### src/rtl/uart_ctrl_pkg.sv
package uart_ctrl_pkg;

   // register offsets inside the 64-byte window
   localparam int unsigned OFFS_W = 6;
   localparam logic [OFFS_W-1:0] OFF_MODE = 6'h00;
   localparam logic [OFFS_W-1:0] OFF_STAT = 6'h04;
   localparam logic [OFFS_W-1:0] OFF_CMD  = 6'h08;
   localparam logic [OFFS_W-1:0] OFF_BUF  = 6'h0C;
   localparam logic [OFFS_W-1:0] OFF_INT  = 6'h14;

   // status bit positions
   localparam int unsigned SB_RXRDY = 0;
   localparam int unsigned SB_FFULL = 1;
   localparam int unsigned SB_TXRDY = 2;
   localparam int unsigned SB_TXEMP = 3;
   localparam int unsigned SB_OVR   = 4;
   localparam int unsigned SB_PAR   = 5;
   localparam int unsigned SB_FRM   = 6;
   localparam int unsigned SB_BRK   = 7;

   // interrupt status bit positions
   localparam int unsigned IB_TX  = 0;
   localparam int unsigned IB_RX  = 1;
   localparam int unsigned IB_DB  = 2;
   localparam int unsigned IB_COS = 7;

   // mode register 1 bit choosing the receive interrupt source
   localparam int unsigned MODE_RXSRC_BIT = 6;

   typedef enum logic [1:0] {
      FLD_KEEP = 2'd0,
      FLD_ON   = 2'd1,
      FLD_OFF  = 2'd2,
      FLD_RSV  = 2'd3
   } fld_e;

   typedef enum logic [3:0] {
      ACT_NONE   = 4'd0,
      ACT_PTR    = 4'd1,
      ACT_RXRST  = 4'd2,
      ACT_TXRST  = 4'd3,
      ACT_ERRCLR = 4'd4,
      ACT_DBCLR  = 4'd5,
      ACT_BRKON  = 4'd6,
      ACT_BRKOFF = 4'd7
   } act_e;

   typedef struct packed {
      logic tx_on;
      logic tx_off;
      logic rx_on;
      logic rx_off;
      logic ptr_rst;
      logic rx_rst;
      logic tx_rst;
      logic err_clr;
      logic db_clr;
      logic brk_on;
      logic brk_off;
   } cmd_t;

endpackage

### src/rtl/uart_cmd_decode.sv
module uart_cmd_decode
   import uart_ctrl_pkg::*;
#(
   parameter int unsigned DATA_W = 8
) (
   input  logic              cmd_wr,
   input  logic [DATA_W-1:0] cmd_byte,
   output cmd_t              cmd
);

   localparam int unsigned TXF_LO = 2;
   localparam int unsigned RXF_LO = 0;
   localparam int unsigned ACT_LO = 4;

   fld_e tx_f;
   fld_e rx_f;
   act_e act;

   assign tx_f = fld_e'(cmd_byte[TXF_LO +: 2]);
   assign rx_f = fld_e'(cmd_byte[RXF_LO +: 2]);
   assign act  = act_e'(cmd_byte[ACT_LO +: 4]);

   generate
      if (DATA_W > 8) begin : g_hi
         logic hi_bits_unused;
         assign hi_bits_unused = ^cmd_byte[DATA_W-1:8];
      end
   endgenerate

   always_comb begin
      cmd = '0;
      if (cmd_wr) begin
         cmd.tx_on  = (tx_f == FLD_ON);
         cmd.tx_off = (tx_f == FLD_OFF);
         cmd.rx_on  = (rx_f == FLD_ON);
         cmd.rx_off = (rx_f == FLD_OFF);
         case (act)
            ACT_PTR:    cmd.ptr_rst = 1'b1;
            ACT_RXRST:  cmd.rx_rst  = 1'b1;
            ACT_TXRST:  cmd.tx_rst  = 1'b1;
            ACT_ERRCLR: cmd.err_clr = 1'b1;
            ACT_DBCLR:  cmd.db_clr  = 1'b1;
            ACT_BRKON:  cmd.brk_on  = 1'b1;
            ACT_BRKOFF: cmd.brk_off = 1'b1;
            default:    ;
         endcase
      end
   end

endmodule

### src/rtl/uart_mode_regs.sv
module uart_mode_regs
   import uart_ctrl_pkg::*;
#(
   parameter int unsigned DATA_W = 8,
   parameter int unsigned DEPTH  = 2
) (
   input  logic              clk,
   input  logic              rst_n,
   input  logic              acc,
   input  logic              wr,
   input  logic [DATA_W-1:0] wdata,
   input  logic              ptr_rst,
   output logic [DATA_W-1:0] rd_val,
   output logic              rx_src_full
);

   localparam int unsigned PTR_W = (DEPTH > 1) ? $clog2(DEPTH) : 1;
   localparam logic [PTR_W-1:0] PTR_LAST = PTR_W'(DEPTH - 1);

   generate
      if (DEPTH < 2) begin : g_bad_depth
         $error("uart_mode_regs: DEPTH must be at least 2");
      end
      if (DATA_W <= MODE_RXSRC_BIT) begin : g_bad_width
         $error("uart_mode_regs: DATA_W too small for the source select bit");
      end
   endgenerate

   logic [DATA_W-1:0] mr_q [DEPTH];
   logic [PTR_W-1:0]  ptr_q;

   always_ff @(posedge clk or negedge rst_n) begin
      if (!rst_n) begin
         ptr_q <= '0;
      end else if (ptr_rst) begin
         ptr_q <= '0;
      end else if (acc && ptr_q != PTR_LAST) begin
         ptr_q <= ptr_q + 1'b1;
      end
   end

   always_ff @(posedge clk or negedge rst_n) begin
      if (!rst_n) begin
         for (int i = 0; i < DEPTH; i++) mr_q[i] <= '0;
      end else if (acc && wr) begin
         mr_q[ptr_q] <= wdata;
      end
   end

   assign rd_val      = mr_q[ptr_q];
   assign rx_src_full = mr_q[0][MODE_RXSRC_BIT];

   AST_PTR_ADVANCES: assert property (@(posedge clk) disable iff (!rst_n)
      (acc && !ptr_rst) |=> (ptr_q != '0));
   AST_PTR_REWINDS: assert property (@(posedge clk) disable iff (!rst_n)
      ptr_rst |=> (ptr_q == '0));

endmodule

### src/rtl/uart_tx_hold.sv
module uart_tx_hold
   import uart_ctrl_pkg::*;
#(
   parameter int unsigned DATA_W = 8
) (
   input  logic              clk,
   input  logic              rst_n,
   input  cmd_t              cmd,
   input  logic              tb_wr,
   input  logic [DATA_W-1:0] wdata,
   input  logic              tx_ready,
   output logic              tx_valid,
   output logic [DATA_W-1:0] tx_data,
   output logic              tx_en,
   output logic              tx_empty,
   output logic              tx_break
);

   logic              en_q;
   logic              empty_q;
   logic              brk_q;
   logic [DATA_W-1:0] hold_q;

   always_ff @(posedge clk or negedge rst_n) begin
      if (!rst_n) begin
         en_q <= 1'b0;
      end else if (cmd.tx_on) begin
         en_q <= 1'b1;
      end else if (cmd.tx_off || cmd.tx_rst) begin
         en_q <= 1'b0;
      end
   end

   always_ff @(posedge clk or negedge rst_n) begin
      if (!rst_n) begin
         empty_q <= 1'b1;
      end else if (tb_wr) begin
         empty_q <= 1'b0;
      end else if (cmd.tx_rst || (tx_valid && tx_ready)) begin
         empty_q <= 1'b1;
      end
   end

   always_ff @(posedge clk or negedge rst_n) begin
      if (!rst_n) begin
         hold_q <= '0;
      end else if (tb_wr) begin
         hold_q <= wdata;
      end
   end

   always_ff @(posedge clk or negedge rst_n) begin
      if (!rst_n) begin
         brk_q <= 1'b0;
      end else if (cmd.brk_on) begin
         brk_q <= 1'b1;
      end else if (cmd.brk_off) begin
         brk_q <= 1'b0;
      end
   end

   assign tx_valid = en_q && !empty_q;
   assign tx_data  = hold_q;
   assign tx_en    = en_q;
   assign tx_empty = empty_q;
   assign tx_break = brk_q;

   AST_TX_HANDOFF: assert property (@(posedge clk) disable iff (!rst_n)
      (tx_valid && tx_ready && !tb_wr) |=> tx_empty);
   AST_TX_LOAD: assert property (@(posedge clk) disable iff (!rst_n)
      tb_wr |=> (!tx_empty && tx_data == $past(wdata)));
   AST_TX_RESET: assert property (@(posedge clk) disable iff (!rst_n)
      (cmd.tx_rst && !cmd.tx_on) |=> (tx_empty && !tx_en && !tx_valid));
   AST_BRK_START: assert property (@(posedge clk) disable iff (!rst_n)
      cmd.brk_on |=> tx_break);
   AST_BRK_STOP: assert property (@(posedge clk) disable iff (!rst_n)
      cmd.brk_off |=> !tx_break);

endmodule

### src/rtl/uart_stat_irq.sv
module uart_stat_irq
   import uart_ctrl_pkg::*;
#(
   parameter int unsigned DATA_W  = 8,
   parameter bit          IRQ_REG = 1'b1
) (
   input  logic              clk,
   input  logic              rst_n,
   input  cmd_t              cmd,
   input  logic              tx_en,
   input  logic              tx_empty,
   input  logic              rx_src_full,
   input  logic              rx_nonempty,
   input  logic              rx_full,
   input  logic              rx_overrun,
   input  logic              rx_parity,
   input  logic              rx_framing,
   input  logic              rx_break,
   input  logic              cos_flag,
   input  logic              imr_wr,
   input  logic [DATA_W-1:0] wdata,
   output logic [DATA_W-1:0] status,
   output logic [DATA_W-1:0] isr,
   output logic              irq,
   output logic              rx_en,
   output logic              rx_flush
);

   localparam int unsigned ERR_N = 4;

   generate
      if (DATA_W < 8) begin : g_bad_width
         $error("uart_stat_irq: DATA_W must be at least 8");
      end
   endgenerate

   logic             rxen_q;
   logic             rxrdy_q;
   logic             ffull_q;
   logic [ERR_N-1:0] err_q;
   logic [ERR_N-1:0] err_in;
   logic             db_q;
   logic             cos_q;
   logic             flush_q;
   logic [DATA_W-1:0] imr_q;

   assign err_in = {rx_break, rx_framing, rx_parity, rx_overrun};

   always_ff @(posedge clk or negedge rst_n) begin
      if (!rst_n) begin
         rxen_q <= 1'b0;
      end else if (cmd.rx_on) begin
         rxen_q <= 1'b1;
      end else if (cmd.rx_off || cmd.rx_rst) begin
         rxen_q <= 1'b0;
      end
   end

   always_ff @(posedge clk or negedge rst_n) begin
      if (!rst_n) begin
         rxrdy_q <= 1'b0;
         ffull_q <= 1'b0;
      end else if (cmd.rx_rst) begin
         rxrdy_q <= 1'b0;
         ffull_q <= 1'b0;
      end else begin
         rxrdy_q <= rx_nonempty;
         ffull_q <= rx_full;
      end
   end

   always_ff @(posedge clk or negedge rst_n) begin
      if (!rst_n) begin
         err_q   <= '0;
         db_q    <= 1'b0;
         cos_q   <= 1'b0;
         flush_q <= 1'b0;
      end else begin
         err_q   <= (cmd.err_clr ? '0 : err_q) | err_in;
         db_q    <= (db_q && !cmd.db_clr) || rx_break;
         cos_q   <= cos_flag;
         flush_q <= cmd.rx_rst;
      end
   end

   always_ff @(posedge clk or negedge rst_n) begin
      if (!rst_n) begin
         imr_q <= '0;
      end else if (imr_wr) begin
         imr_q <= wdata;
      end
   end

   always_comb begin
      status = '0;
      status[SB_RXRDY] = rxrdy_q;
      status[SB_FFULL] = ffull_q;
      status[SB_TXRDY] = tx_en;
      status[SB_TXEMP] = tx_empty;
      status[SB_OVR]   = err_q[0];
      status[SB_PAR]   = err_q[1];
      status[SB_FRM]   = err_q[2];
      status[SB_BRK]   = err_q[3];
   end

   always_comb begin
      isr = '0;
      isr[IB_TX]  = tx_en;
      isr[IB_RX]  = rx_src_full ? ffull_q : rxrdy_q;
      isr[IB_DB]  = db_q;
      isr[IB_COS] = cos_q;
   end

   assign rx_en    = rxen_q;
   assign rx_flush = flush_q;

   generate
      if (IRQ_REG) begin : g_irq_ff
         logic irq_q;
         always_ff @(posedge clk or negedge rst_n) begin
            if (!rst_n) irq_q <= 1'b0;
            else        irq_q <= |(isr & imr_q);
         end
         assign irq = irq_q;

         AST_IRQ_RISES: assert property (@(posedge clk) disable iff (!rst_n)
            (|(isr & imr_q)) |=> irq);
         AST_IRQ_FALLS: assert property (@(posedge clk) disable iff (!rst_n)
            !(|(isr & imr_q)) |=> !irq);
      end else begin : g_irq_comb
         assign irq = |(isr & imr_q);
      end
   endgenerate

   AST_RX_RESET: assert property (@(posedge clk) disable iff (!rst_n)
      cmd.rx_rst |=> (!status[SB_RXRDY] && !status[SB_FFULL] && rx_flush));
   AST_ERR_CLEAR: assert property (@(posedge clk) disable iff (!rst_n)
      (cmd.err_clr && !(|err_in)) |=> (status[SB_BRK:SB_OVR] == '0));
   AST_DB_CLEAR: assert property (@(posedge clk) disable iff (!rst_n)
      (cmd.db_clr && !rx_break) |=> !isr[IB_DB]);

endmodule

### src/rtl/uart_ctrl_regs.sv
module uart_ctrl_regs
   import uart_ctrl_pkg::*;
#(
   parameter int unsigned ADDR_W     = 8,
   parameter int unsigned DATA_W     = 8,
   parameter int unsigned MODE_DEPTH = 2,
   parameter bit          IRQ_REG    = 1'b1
) (
   input  logic              clk,
   input  logic              rst_n,
   input  logic              bus_sel,
   input  logic              bus_wr,
   input  logic [ADDR_W-1:0] bus_addr,
   input  logic [DATA_W-1:0] bus_wdata,
   output logic [DATA_W-1:0] bus_rdata,
   output logic              tx_valid,
   input  logic              tx_ready,
   output logic [DATA_W-1:0] tx_data,
   output logic              tx_break,
   output logic              rx_en,
   output logic              rx_flush,
   output logic              rx_pop,
   input  logic [DATA_W-1:0] rx_data,
   input  logic              rx_nonempty,
   input  logic              rx_full,
   input  logic              rx_overrun,
   input  logic              rx_parity,
   input  logic              rx_framing,
   input  logic              rx_break,
   input  logic              cos_flag,
   output logic              irq
);

   generate
      if (ADDR_W < OFFS_W) begin : g_bad_addr
         $error("uart_ctrl_regs: ADDR_W must cover the register window");
      end
      if (ADDR_W > OFFS_W) begin : g_hi_addr
         logic addr_hi_unused;
         assign addr_hi_unused = ^bus_addr[ADDR_W-1:OFFS_W];
      end
   endgenerate

   logic [OFFS_W-1:0] off;
   logic hit_mode, hit_stat, hit_cmd, hit_buf, hit_int;
   logic rd_cyc, wr_cyc;

   assign off      = bus_addr[OFFS_W-1:0];
   assign rd_cyc   = bus_sel && !bus_wr;
   assign wr_cyc   = bus_sel && bus_wr;
   assign hit_mode = bus_sel && (off == OFF_MODE);
   assign hit_stat = bus_sel && (off == OFF_STAT);
   assign hit_cmd  = bus_sel && (off == OFF_CMD);
   assign hit_buf  = bus_sel && (off == OFF_BUF);
   assign hit_int  = bus_sel && (off == OFF_INT);

   cmd_t              cmd;
   logic [DATA_W-1:0] mode_val;
   logic              rx_src_full;
   logic              tx_en;
   logic              tx_empty;
   logic [DATA_W-1:0] status;
   logic [DATA_W-1:0] isr;

   uart_cmd_decode #(.DATA_W(DATA_W)) u_dec (
      .cmd_wr   (hit_cmd && bus_wr),
      .cmd_byte (bus_wdata),
      .cmd      (cmd)
   );

   uart_mode_regs #(.DATA_W(DATA_W), .DEPTH(MODE_DEPTH)) u_mode (
      .clk         (clk),
      .rst_n       (rst_n),
      .acc         (hit_mode),
      .wr          (bus_wr),
      .wdata       (bus_wdata),
      .ptr_rst     (cmd.ptr_rst),
      .rd_val      (mode_val),
      .rx_src_full (rx_src_full)
   );

   uart_tx_hold #(.DATA_W(DATA_W)) u_tx (
      .clk      (clk),
      .rst_n    (rst_n),
      .cmd      (cmd),
      .tb_wr    (hit_buf && bus_wr),
      .wdata    (bus_wdata),
      .tx_ready (tx_ready),
      .tx_valid (tx_valid),
      .tx_data  (tx_data),
      .tx_en    (tx_en),
      .tx_empty (tx_empty),
      .tx_break (tx_break)
   );

   uart_stat_irq #(.DATA_W(DATA_W), .IRQ_REG(IRQ_REG)) u_stat (
      .clk         (clk),
      .rst_n       (rst_n),
      .cmd         (cmd),
      .tx_en       (tx_en),
      .tx_empty    (tx_empty),
      .rx_src_full (rx_src_full),
      .rx_nonempty (rx_nonempty),
      .rx_full     (rx_full),
      .rx_overrun  (rx_overrun),
      .rx_parity   (rx_parity),
      .rx_framing  (rx_framing),
      .rx_break    (rx_break),
      .cos_flag    (cos_flag),
      .imr_wr      (hit_int && bus_wr),
      .wdata       (bus_wdata),
      .status      (status),
      .isr         (isr),
      .irq         (irq),
      .rx_en       (rx_en),
      .rx_flush    (rx_flush)
   );

   assign rx_pop = hit_buf && rd_cyc;

   always_comb begin
      bus_rdata = '0;
      if (rd_cyc) begin
         case (off)
            OFF_MODE: bus_rdata = mode_val;
            OFF_STAT: bus_rdata = status;
            OFF_BUF:  bus_rdata = rx_data;
            OFF_INT:  bus_rdata = isr;
            default:  bus_rdata = '0;
         endcase
      end
   end

   AST_CMD_NEEDS_WRITE: assert property (@(posedge clk) disable iff (!rst_n)
      !wr_cyc |-> (cmd == '0));
   AST_POP_ONEHOT_HIT: assert property (@(posedge clk) disable iff (!rst_n)
      $onehot0({hit_mode, hit_stat, hit_cmd, hit_buf, hit_int}));

endmodule

### config.mk
export PLATFORM = sky130hd
export DESIGN_NAME = uart_ctrl_regs
export DESIGN_NICKNAME = d
export VERILOG_FILES = /design/src/rtl/uart_ctrl_pkg.sv /design/src/rtl/uart_cmd_decode.sv /design/src/rtl/uart_mode_regs.sv /design/src/rtl/uart_tx_hold.sv /design/src/rtl/uart_stat_irq.sv /design/src/rtl/uart_ctrl_regs.sv
export SDC_FILE = /design/constraint.sdc
export NUM_CORES = 1
export LEC_CHECK = 0
export BUFFER_PORTS_ARGS = -buffer_cell sky130_fd_sc_hd__buf_2
export CAP_MARGIN = 20
export CORE_ASPECT_RATIO = 1.4
export CORE_MARGIN = 2
export CORE_UTILIZATION = 44
export CTS_CLUSTER_SIZE = 30
export DETAILED_ROUTE_END_ITERATION = 7
export HOLD_SLACK_MARGIN = 0.15
export PLACE_DENSITY = 0.8
export SETUP_SLACK_MARGIN = 0.3
export SLEW_MARGIN = 30
export SYNTH_ARGS = -nofsm -noshare
export SYNTH_HDL_FRONTEND = slang
export SYNTH_SLANG_ARGS = --single-unit
### constraint.sdc
create_clock -name clk -period 1.75 [get_ports clk]
set_input_delay 0.0875 -clock clk [delete_from_list [all_inputs] [get_ports clk]]
set_output_delay 0.0875 -clock clk [all_outputs]
set_load 0.005 [all_outputs]
==> flow_metrics.env <==
export IMPL_worstPathRequired_ns=1.66
export IMPL_p_total_w=0.00208
export IMPL_die_w_um=62.1
export IMPL_clock_sinks=43
export IMPL_drc=0
export IMPL_drtAntennaViolNets=0
export IMPL_critPathLaunchType="register"
export IMPL_die_y_um=85.4
export IMPL_vias=1834
export IMPL_diodes=0
export IMPL_fin_nets=303
export IMPL_max_freq_mhz=563
export IMPL_final_hold_viol_count=0
export IMPL_area_delta_synth_final_pct=47.9
export IMPL_r2r_start="u_mode.ptr_q$_DFFE_PN0P_"
export IMPL_vdd_drop_max_v=0.000469
export IMPL_hp_class="input port to async pin"
export IMPL_worst_pin_slew_ns=0.453
export IMPL_setup_violations=3
export IMPL_drive_gt1_share_pct=54.1
export IMPL_slew_viol_final=0
export IMPL_crit_arrival_ns=1.69
export IMPL_rsz0062_at_grt="yes"
export IMPL_ys_types=34
export IMPL_yosys_warnings=0
export IMPL_wl_mm=6.03
export IMPL_ys_seq_area_share_pct=51.8
export IMPL_setup_ws_ns=-0.0258
export IMPL_violations="negative setup slack"
export IMPL_p_leak_nw=1.46
export IMPL_dr_pass1_iters=7
export IMPL_yosys_register_bits=43
export IMPL_start_util_pct=45.9
export IMPL_r2r_cells=5
export IMPL_outcome="finished, violations left"
export IMPL_critPathMaxFanout=4
export IMPL_portBuffers=55
export IMPL_syn_num_nets=203
export IMPL_whs_ns=0.275
export IMPL_place_hpwl_mm=3.98
export IMPL_finalCritPeriodShare_pct=101
export IMPL_regToRegEndpoint="u_mode.mr_q[15]$_DFFE_PN0P_"
export IMPL_overflow=0
export IMPL_ys_flop_type="dfrtp_1"
export IMPL_io_pins=58
export IMPL_clk_pin_slew_ns=0.08
export IMPL_max_clock_path_buffers=2
export IMPL_root_buffer="clkbuf_8"
export IMPL_grt_max_degree=21
export IMPL_avgRoutedWirePerCell_um=18.3
export IMPL_htree_levels=2
export IMPL_endpoint_kind="output port"
export IMPL_synth_edf_count=0
export IMPL_synth_area_per_cell_um2=12.5
export IMPL_crit_path_start="u_mode.ptr_q$_DFFE_PN0P_"
export IMPL_finClkSkew_ns=0.00567
export IMPL_fin_crit_ns=1.78
export IMPL_num_rows=29
export IMPL_die_area_mm2=0.00530
export IMPL_relSlewSlack_pct=69.8
export IMPL_grt_util_all_layers_pct=23.4
export IMPL_rrSetupSlack_ns=0.23
export IMPL_numCtsBuffers=5
export IMPL_drt_iter0_drc=103
export IMPL_drv_cap=0
export IMPL_coreArea_mm2=0.00454
export IMPL_clk_latency_ns=0.29
export IMPL_grt_pass1_vias=1932
export IMPL_synth_cells=167
export IMPL_gp_congestion=0.822
export IMPL_viasPerCell=5.56
export IMPL_synth_async_reset_ratio_pct=100
export IMPL_antenna_found_initial=0
export IMPL_layout_commonest_cell="buf_2"
export IMPL_final_cell_mix="54 x buf_2, 42 x dfrtp_1, 20 x mux2_4, 18 x dlygate4sd3_1, 16 x mux2_2"
export IMPL_syn_area_mm2=0.00208
export IMPL_grt_pass1_wl_mm=9.51
export IMPL_path_class="register to output port"
export IMPL_powerDensity_mw_per_mm2=677
export IMPL_cts_tree="built"
## power breakdown
part           internal [W]  switching [W]
clock network      0.000273       0.000333
logic              0.000220       0.000172
registers           0.00105      0.0000359
## Yosys cell counts (2+ instances only)
cell type	number	area, µm²
dfrtp_1	42	1050
mux2_2	36	405
a21oi_1	9	45.0
a22oi_1	8	60.1
nor2_1	8	30.0
inv_1	6	22.5
nand2_1	6	22.5
a21o_1	5	37.5
a222oi_1	5	50.1
nor3_1	4	20.0
nand3_1	3	15.0
nor2b_1	3	18.8
o21ai_0	3	15.0
and2_1	2	12.5
clkbuf_1	2	7.51
mux2i_1	2	20.0
nand2b_1	2	12.5
nand3b_1	2	15.0
nor4_2	2	25.0
nor4_4	2	42.5
o22ai_1	2	12.5
## metrics by stage
| stage | utilization (%) | std cells | cell area [µm²] | TNS [ns] | worst slack (ns) |
|---|---|---|---|---|---|
| 6_report | 67.8 | 330 | 3080 | -0.0570 | -0.0258 |
| 5_1_grt | 67.8 | 330 | 3080 | -0.484 | -0.0926 |
| 4_1_cts | 65.5 | 328 | 2970 | -0.0203 | -0.0127 |
| 3_5_place_dp | 57.1 | 296 | 2590 | -0.0818 | -0.0449 |
| 3_3_place_gp | 57.1 | 296 | 2590 | -0.0160 | -0.0160 |
| 2_1_floorplan | - | 167 | 2120 | 0 | 0.141 |
## state kept, by name, summed over array words and instances, names as in the netlist
signal and count:
u_tx.tx_en 1, u_stat.irq 1, u_mode.ptr_q 1, u_stat.err_q 4, u_stat.imr_q 4, u_stat.ffull_q 1
u_mode.mr_q 15, u_tx.tx_empty 1, u_stat.rx_flush 1, u_stat.cos_q 1, u_tx.tx_data 8, u_mode.rx_src_full 1
u_stat.rx_en 1, u_stat.db_q 1, u_tx.tx_break 1, u_stat.rxrdy_q 1
## cells by family after synthesis
| family | synth area share [%] |
|---|---|
| simple gates | 13.3 |
| buf+inv | 2.35 |
| flops | 51.8 |
| compound gates | 12.1 |
| mux | 20.4 |
## repair_timing
action                                  4_1_cts  5_1_grt
hold endpoints to repair                     70        0
buffers inserted                              6        2
endpoints found under the setup margin       11       30
pin swaps                                    13        8
resized for setup                            18       19
hold buffers                                 18        0
## critical path, stage by stage (launching register included)
cell	delay, ns
dfrtp_1	0.41
buf_6	0.15
mux2_4	0.29
a222oi_1	0.30
nor2_1	0.09
buf_2	0.14
## worst max path at each step
stage,endpoint,depth (start not counted)
4_1_cts,bus_rdata[5],5
2_1_floorplan,u_mode.mr_q[10]$_DFFE_PN0P_,5
3_5_place_dp,u_tx.tx_break$_DFFE_PN0P_,7
3_3_place_gp,u_stat.ffull_q$_DFF_PN0_,6
5_1_grt,bus_rdata[5],5
6_report,bus_rdata[6],5
## final cells by class
cell class	count	area, µm²
fillers	322	1460
multi-input cells	114	1110
flip-flops and latches	43	1080
repair buffers	97	702
well taps	62	77.6
clock buffers	5	68.8
inverters	6	22.5
clock inverters	3	15.0
## per-layer routing
metal / track usage [%] / up-vias / part of all wire (%)
li1: - / 827 / -
met1: 27.4 / 919 / 38
met2: 42.3 / 74 / 53
met3: 3.45 / 14 / 5.1
met4: 11.1 / 0 / 3.4
met5: 0 / - / 0
No activity file was read; power rests on OpenSTA's default activity.
